<file path="config.mk">
export PLATFORM = sky130hd
export DESIGN_NAME = pix_unpacker
export DESIGN_NICKNAME = d
export VERILOG_FILES = /design/src/rtl/pix_unpacker.sv
export SDC_FILE = /design/constraint.sdc
export NUM_CORES = 1
export LEC_CHECK = 0
export BUFFER_PORTS_ARGS = -buffer_cell sky130_fd_sc_hd__buf_2
export CAP_MARGIN = 20
export CORE_UTILIZATION = 30
export DETAILED_ROUTE_END_ITERATION = 12
export MAX_ROUTING_LAYER = met4
export PLACE_DENSITY = 0.48
export SLEW_MARGIN = 20
export SYNTH_ARGS = -nofsm -noshare
export SYNTH_HDL_FRONTEND = slang
export SYNTH_SLANG_ARGS = --single-unit
</file>
<file path="constraint.sdc">
create_clock -name clk -period 4.34 [get_ports clk]
set_input_delay 0.868 -clock clk [delete_from_list [all_inputs] [get_ports clk]]
set_output_delay 0.868 -clock clk [all_outputs]
set_load 0.03 [all_outputs]
</file>
<file path="src/rtl/pix_unpacker.sv">
module pix_unpacker #(
  parameter int DATA_WIDTH = 10
) (
  input  logic                    clk,
  input  logic                    rst_n,
  input  logic                    pkt_en,
  input  logic                    word_vld,
  input  logic [31:0]             word_i,
  output logic [63:0]             hdr_o,
  output logic [4*DATA_WIDTH-1:0] pix_o,
  output logic                    line_vld_o,
  output logic                    frame_vld_o,
  output logic                    ebd_vld_o
);
  localparam int GRP = 4 * DATA_WIDTH;
  localparam int CW  = $clog2(GRP + 33);

  logic [GRP-1:0]    res;
  logic [CW-1:0]     cnt;
  logic [1:0]        hcnt;
  logic [31:0]       hdr_lo;
  logic              hdr_ok, in_pkt;
  logic [GRP+31:0]   merged;
  logic [CW-1:0]     total;
  logic              take, pay, emit;

  assign take   = pkt_en & word_vld;
  assign pay    = take & (hcnt == 2'd2);
  assign merged = {32'b0, res} | ({{GRP{1'b0}}, word_i} << cnt);
  assign total  = cnt + (pay ? CW'(32) : CW'(0));
  assign emit   = pay & (total >= CW'(GRP));

  always_ff @(posedge clk or negedge rst_n) begin
    if (!rst_n) begin
      res         <= '0;
      cnt         <= '0;
      hcnt        <= '0;
      hdr_lo      <= '0;
      hdr_ok      <= 1'b0;
      in_pkt      <= 1'b0;
      hdr_o       <= '0;
      pix_o       <= '0;
      line_vld_o  <= 1'b0;
      frame_vld_o <= 1'b0;
      ebd_vld_o   <= 1'b0;
    end else begin
      in_pkt     <= pkt_en;
      line_vld_o <= 1'b0;
      ebd_vld_o  <= 1'b0;
      if (!pkt_en) begin
        res  <= '0;
        cnt  <= '0;
        hcnt <= '0;
        if (in_pkt) begin
          hdr_ok <= 1'b0;
          if (hdr_ok && hdr_o[62]) frame_vld_o <= 1'b0;
        end
      end else if (take) begin
        if (hcnt == 2'd0) begin
          hdr_lo <= word_i;
          hcnt   <= 2'd1;
        end else if (hcnt == 2'd1) begin
          hdr_o  <= {word_i, hdr_lo};
          hcnt   <= 2'd2;
          hdr_ok <= 1'b1;
          if (word_i[31]) frame_vld_o <= 1'b1;
        end else if (emit) begin
          pix_o      <= merged[GRP-1:0];
          res        <= {{(GRP-32){1'b0}}, merged[GRP +: 32]};
          cnt        <= total - CW'(GRP);
          line_vld_o <= hdr_o[61] & ~hdr_o[60];
          ebd_vld_o  <= hdr_o[60];
        end else begin
          res <= merged[GRP-1:0];
          cnt <= total;
        end
      end
    end
  end
endmodule

</file>
==> out/results.txt <==
The routed length per instance came out at 21.7 um. In this run the critical register-to-register path is launched from hcnt[0]$_DFFE_PN0P_. The region available for standard cell placement spans 0.0289 mm2. Total of cells resized after clock tree synthesis: 0. The tools report the violation count after the first detailed-route iteration as 563.

The analysis attributes to cell leakage a power of 4.69 nW. Counting I/O delays and the setup requirement, the final critical path takes 3.04 ns. The fraction of the mapped netlist area in compound gates was 14.0%; the worst path setup slack after routing was 1.30 ns. The worst-case IR drop observed on VDD is 0.216 mV. The average instance in the mapped netlist occupies 12.3 um2.

The design draws 5.46 mW. The total count of hold-check failures in the final report is 0, and the aggregate routed wire length is 27,000 um. The most instantiated library cell after synthesis was dfrtp_1. Summing the areas of all fa, ha and maj instances in the mapped netlist gives 0.282% of the synthesized area. The fraction of final layout cells sized beyond drive strength 1 is 39.5%, and the number of buffers inserted by port buffering is 142. Setup violations remaining at the end of the flow were counted as 0. The count of synthesis-stage warnings from yosys was 0; the source-to-sink clock delay at the later pin of the worst-skew pair was 0.45 ns. STA classifies the critical path endpoint as a flip-flop.

Number of library cell types mapped by synthesis: 57. The count of nets left with antenna violations once routing finished came out at 0. For the pre-CTS setup slack, the log shows 0.885 ns.

For this run, the detailed router's first-pass iteration total came to 6. On the final layout, the worst hold slack is 0.463 ns. For this block, the via count after detailed routing is 6,517. TritonCTS built the clock tree. The class of the most critical setup path is in -> reg. The clock-pin slew reported for the worst setup and hold paths after clock tree synthesis is 0.08 ns, and the number of global-route vias before repair is 6,293. After synthesis, the share of cell area in mux cells is 23.1%. The overall global routing resource usage is 18.7%. By area, the combinational part of the netlist is dominated by multiplexers.

The largest total area in the synthesized netlist belongs to dfrtp_1. The synthesized netlist devotes 0.381% of its cell area to XOR and XNOR gates. The tool flagged a number of max-cap violations equal to 0. The worst register-to-register path has a setup slack of 1.43 ns.

The power per cell area was 515 mW/mm2. Largest net degree at the start of global routing: 88. Setup repair after global routing left no endpoint under its margin. For this run, the top clock speed supported by timing is 329 MHz.

The deepest clock path buffer count is 2. Buffers inserted during clock tree synthesis total 17. In the synthesized netlist the dominant register cell turns out to be dfrtp_1. For the first-pass GRT wire length, the log shows 41,200 um. Summed over its instances, the top area cell type makes up 52.8% of the synthesized netlist area.

At the pin with the least slew margin, the transition time is 0.886 ns. After synthesis, the cell types taking the most area are dfrtp_1 53%, mux2_2 17%, mux2i_1 6.1%. Number of buffer and inverter instances along the worst setup path: 1. The data arrival time of the worst path is 3.38 ns. The clock drives 187 sinks. The logs give 0 for the count of unresolved DRC violations after routing and 0.0302 mm2 for the die area.

The gate count of the mapped netlist is 719. In this run the worst hold path is classified as in -> async. In the final layout, flip-flops and latches occupy 0.00468 mm2.

Summing all multi-input logic gate instances after layout gives 0.00377 mm2. On the critical path, the stage with the largest delay is an instance of nand2_1. The area growth from synthesis to layout is 19.5%. The flow ran to the end, and the final reports show no timing, DRC or antenna violations. The logs give 0.00886 mm2 for the cell area after synthesis and 4.69 ns for the worst path required time.

Family of cells with the greatest summed delay on the critical path: simple AND/OR/NAND/NOR gates. The async set-reset flop share out of synthesis came out at 100%. Synthesis produced a netlist with a net count of 757.

The final critical path takes up 70.0% of the cycle. Across the routed clock network, the largest skew measured is 0.0107 ns. The endpoint identified for the worst register-to-register timing path is res[23]$_DFFE_PN0P_.

The tools report the critical path launch point type as an input pin. Of the synthesized area, sequential elements account for 52.8%. The critical path runs through a total of 7 cells.

Routability-driven placement finished with a final weighted congestion of 0.858. The capture point of the worst path is res[23]$_DFFE_PN0P_. The run gives 0 ns as the accumulated negative setup slack.

The max-slew violation count was 0. The number of synthesized flops with an enable pin works out to 0. The die is 174 um wide.

The logs give 2,883 for the number of filler instances in the final layout and 36.7% for the utilization after layout. The detail-routed via count per cell was 5.26; the final net count was 881. Root cell of the clock tree: clkbuf_16. Headroom to the max-slew limit came out at 40.8%. The critical path goes through buf_2, and4b_1, ha_1, xor2_2, nand2_1, nand3_2, o211ai_1. For the effective utilization at floorplan, the log shows 30.7%. 0 antenna diodes ended up in the layout. From bottom edge to top edge, the die measures 174 um. The maximum net fanout on the critical path is 17.

The logs give 19,100 um for the placed wire-length estimate after detailed placement and 4 for the H-tree depth reported by CTS. After synthesis the netlist holds a flip-flop and latch count of 187. The floorplan has 62 rows. The top-level I/O count is 143. Counting instances in the post-synthesis netlist gives the leading cell types as 187 x dfrtp_1, 132 x mux2_2, 54 x mux2i_1. Counting cells, the worst reg-to-reg path comes to 6.

The largest single stage delay on the critical path is 0.56 ns. Buffers inserted during post-CTS setup optimization: 0. The area fraction in and, or, nand and nor cells after synthesis works out to 4.66%. The most critical setup path has its startpoint at pkt_en.

The run gives 0 as the residual overflow from global routing. The number of hold buffers added after CTS was 0. The number of antenna violations at the first check in global routing came out at 0.
## through the flow
step                      instances  instance area [um2]
final                          1240                10600
after global routing           1240                10600
after CTS                      1240                10600
after detailed placement       1208                 9960
after global placement         1207                 9950
after floorplan                 719                 8860
## worst register-to-register path: cells and delay by family (launching register included)
| family | cells | cell delay (ns) |
|---|---|---|
| xor+xnor | 1 | 0.12 |
| fa+ha+maj | 1 | 0.48 |
| simple gates | 3 | 1.47 |
| flops | 1 | 0.45 |
| compound gates | 1 | 0.29 |
## logic make-up (layout without fill, tap and decap cells)
logic type | after synthesis | after routing
muxes | 188 | 188
DFF | 187 | 187
AOI/OAI and AO/OA | 164 | 164
buffers and inverters | 95 | 232
and+or+nand+nor | 80 | 80
xor gates and xnor gates | 3 | 3
adders and majority gates | 2 | 2
## where the power goes
| group | switching, mW | total [mW] | internal, mW | leakage (nW) |
|---|---|---|---|---|
| logic | 0.965 | 1.48 | 0.519 | 2.10 |
| registers | 0.173 | 2.29 | 2.11 | 2.28 |
| clock network | 0.783 | 1.69 | 0.903 | 0.310 |
| total | 1.92 | 5.46 | 3.53 | 4.69 |
## layer usage
layer	up-vias	routed length, um	track usage [%]
met1	3323	12800	25.8
li1	2939	-	-
met2	220	12400	28.0
met4	0	556	5.15
met3	35	1170	3.11
met5	-	0	-
## cells in the final DEF (no fill, tap or decap), types with 6 or more instances in the layout
master,n
dfrtp_1,186
mux2i_1,54
nor2_1,11
o21ai_0,8
inv_6,6
a21oi_1,26
a22o_1,12
o221ai_1,9
o2111ai_1,6
buf_4,18
mux2_2,132
o22ai_1,9
a221o_1,15
clkbuf_16,17
o32ai_1,7
nand2_1,35
a31oi_1,7
nand4_1,8
buf_2,141
a32o_1,8
a22oi_1,14
inv_1,37
o211ai_1,28
## final cells by class
class	count	area share, %
Sequential cell	187	44.2
Multi-Input combinational cell	437	35.6
Timing Repair Buffer	162	8.36
Tap cell	384	4.54
Clock buffer	18	4.15
Clock inverter	14	1.80
Inverter	38	1.35
## how the worst min path moves through the flow
stage	endpoint	slack [ns]	cells past startpoint
floorplan	hdr_lo[20]$_DFFE_PN0P_	0.45	1
global placement	hdr_o[63]$_DFFE_PN0P_	0.47	2
detailed placement	line_vld_o$_DFF_PN0_	0.47	1
CTS	line_vld_o$_DFF_PN0_	0.48	1
global route	line_vld_o$_DFF_PN0_	0.49	1
finish	hdr_o[1]$_DFFE_PN0P_	0.46	1
## sequential cells by signal, indices dropped and copies added (netlist names)
signal and cells:
cnt 4, ebd_vld_o 1, frame_vld_o 1, hcnt 2, hdr_lo 32, hdr_o 64
hdr_ok 1, in_pkt 1, line_vld_o 1, pix_o 40, res 40
Note: power is estimated with default switching activity, not from simulation.
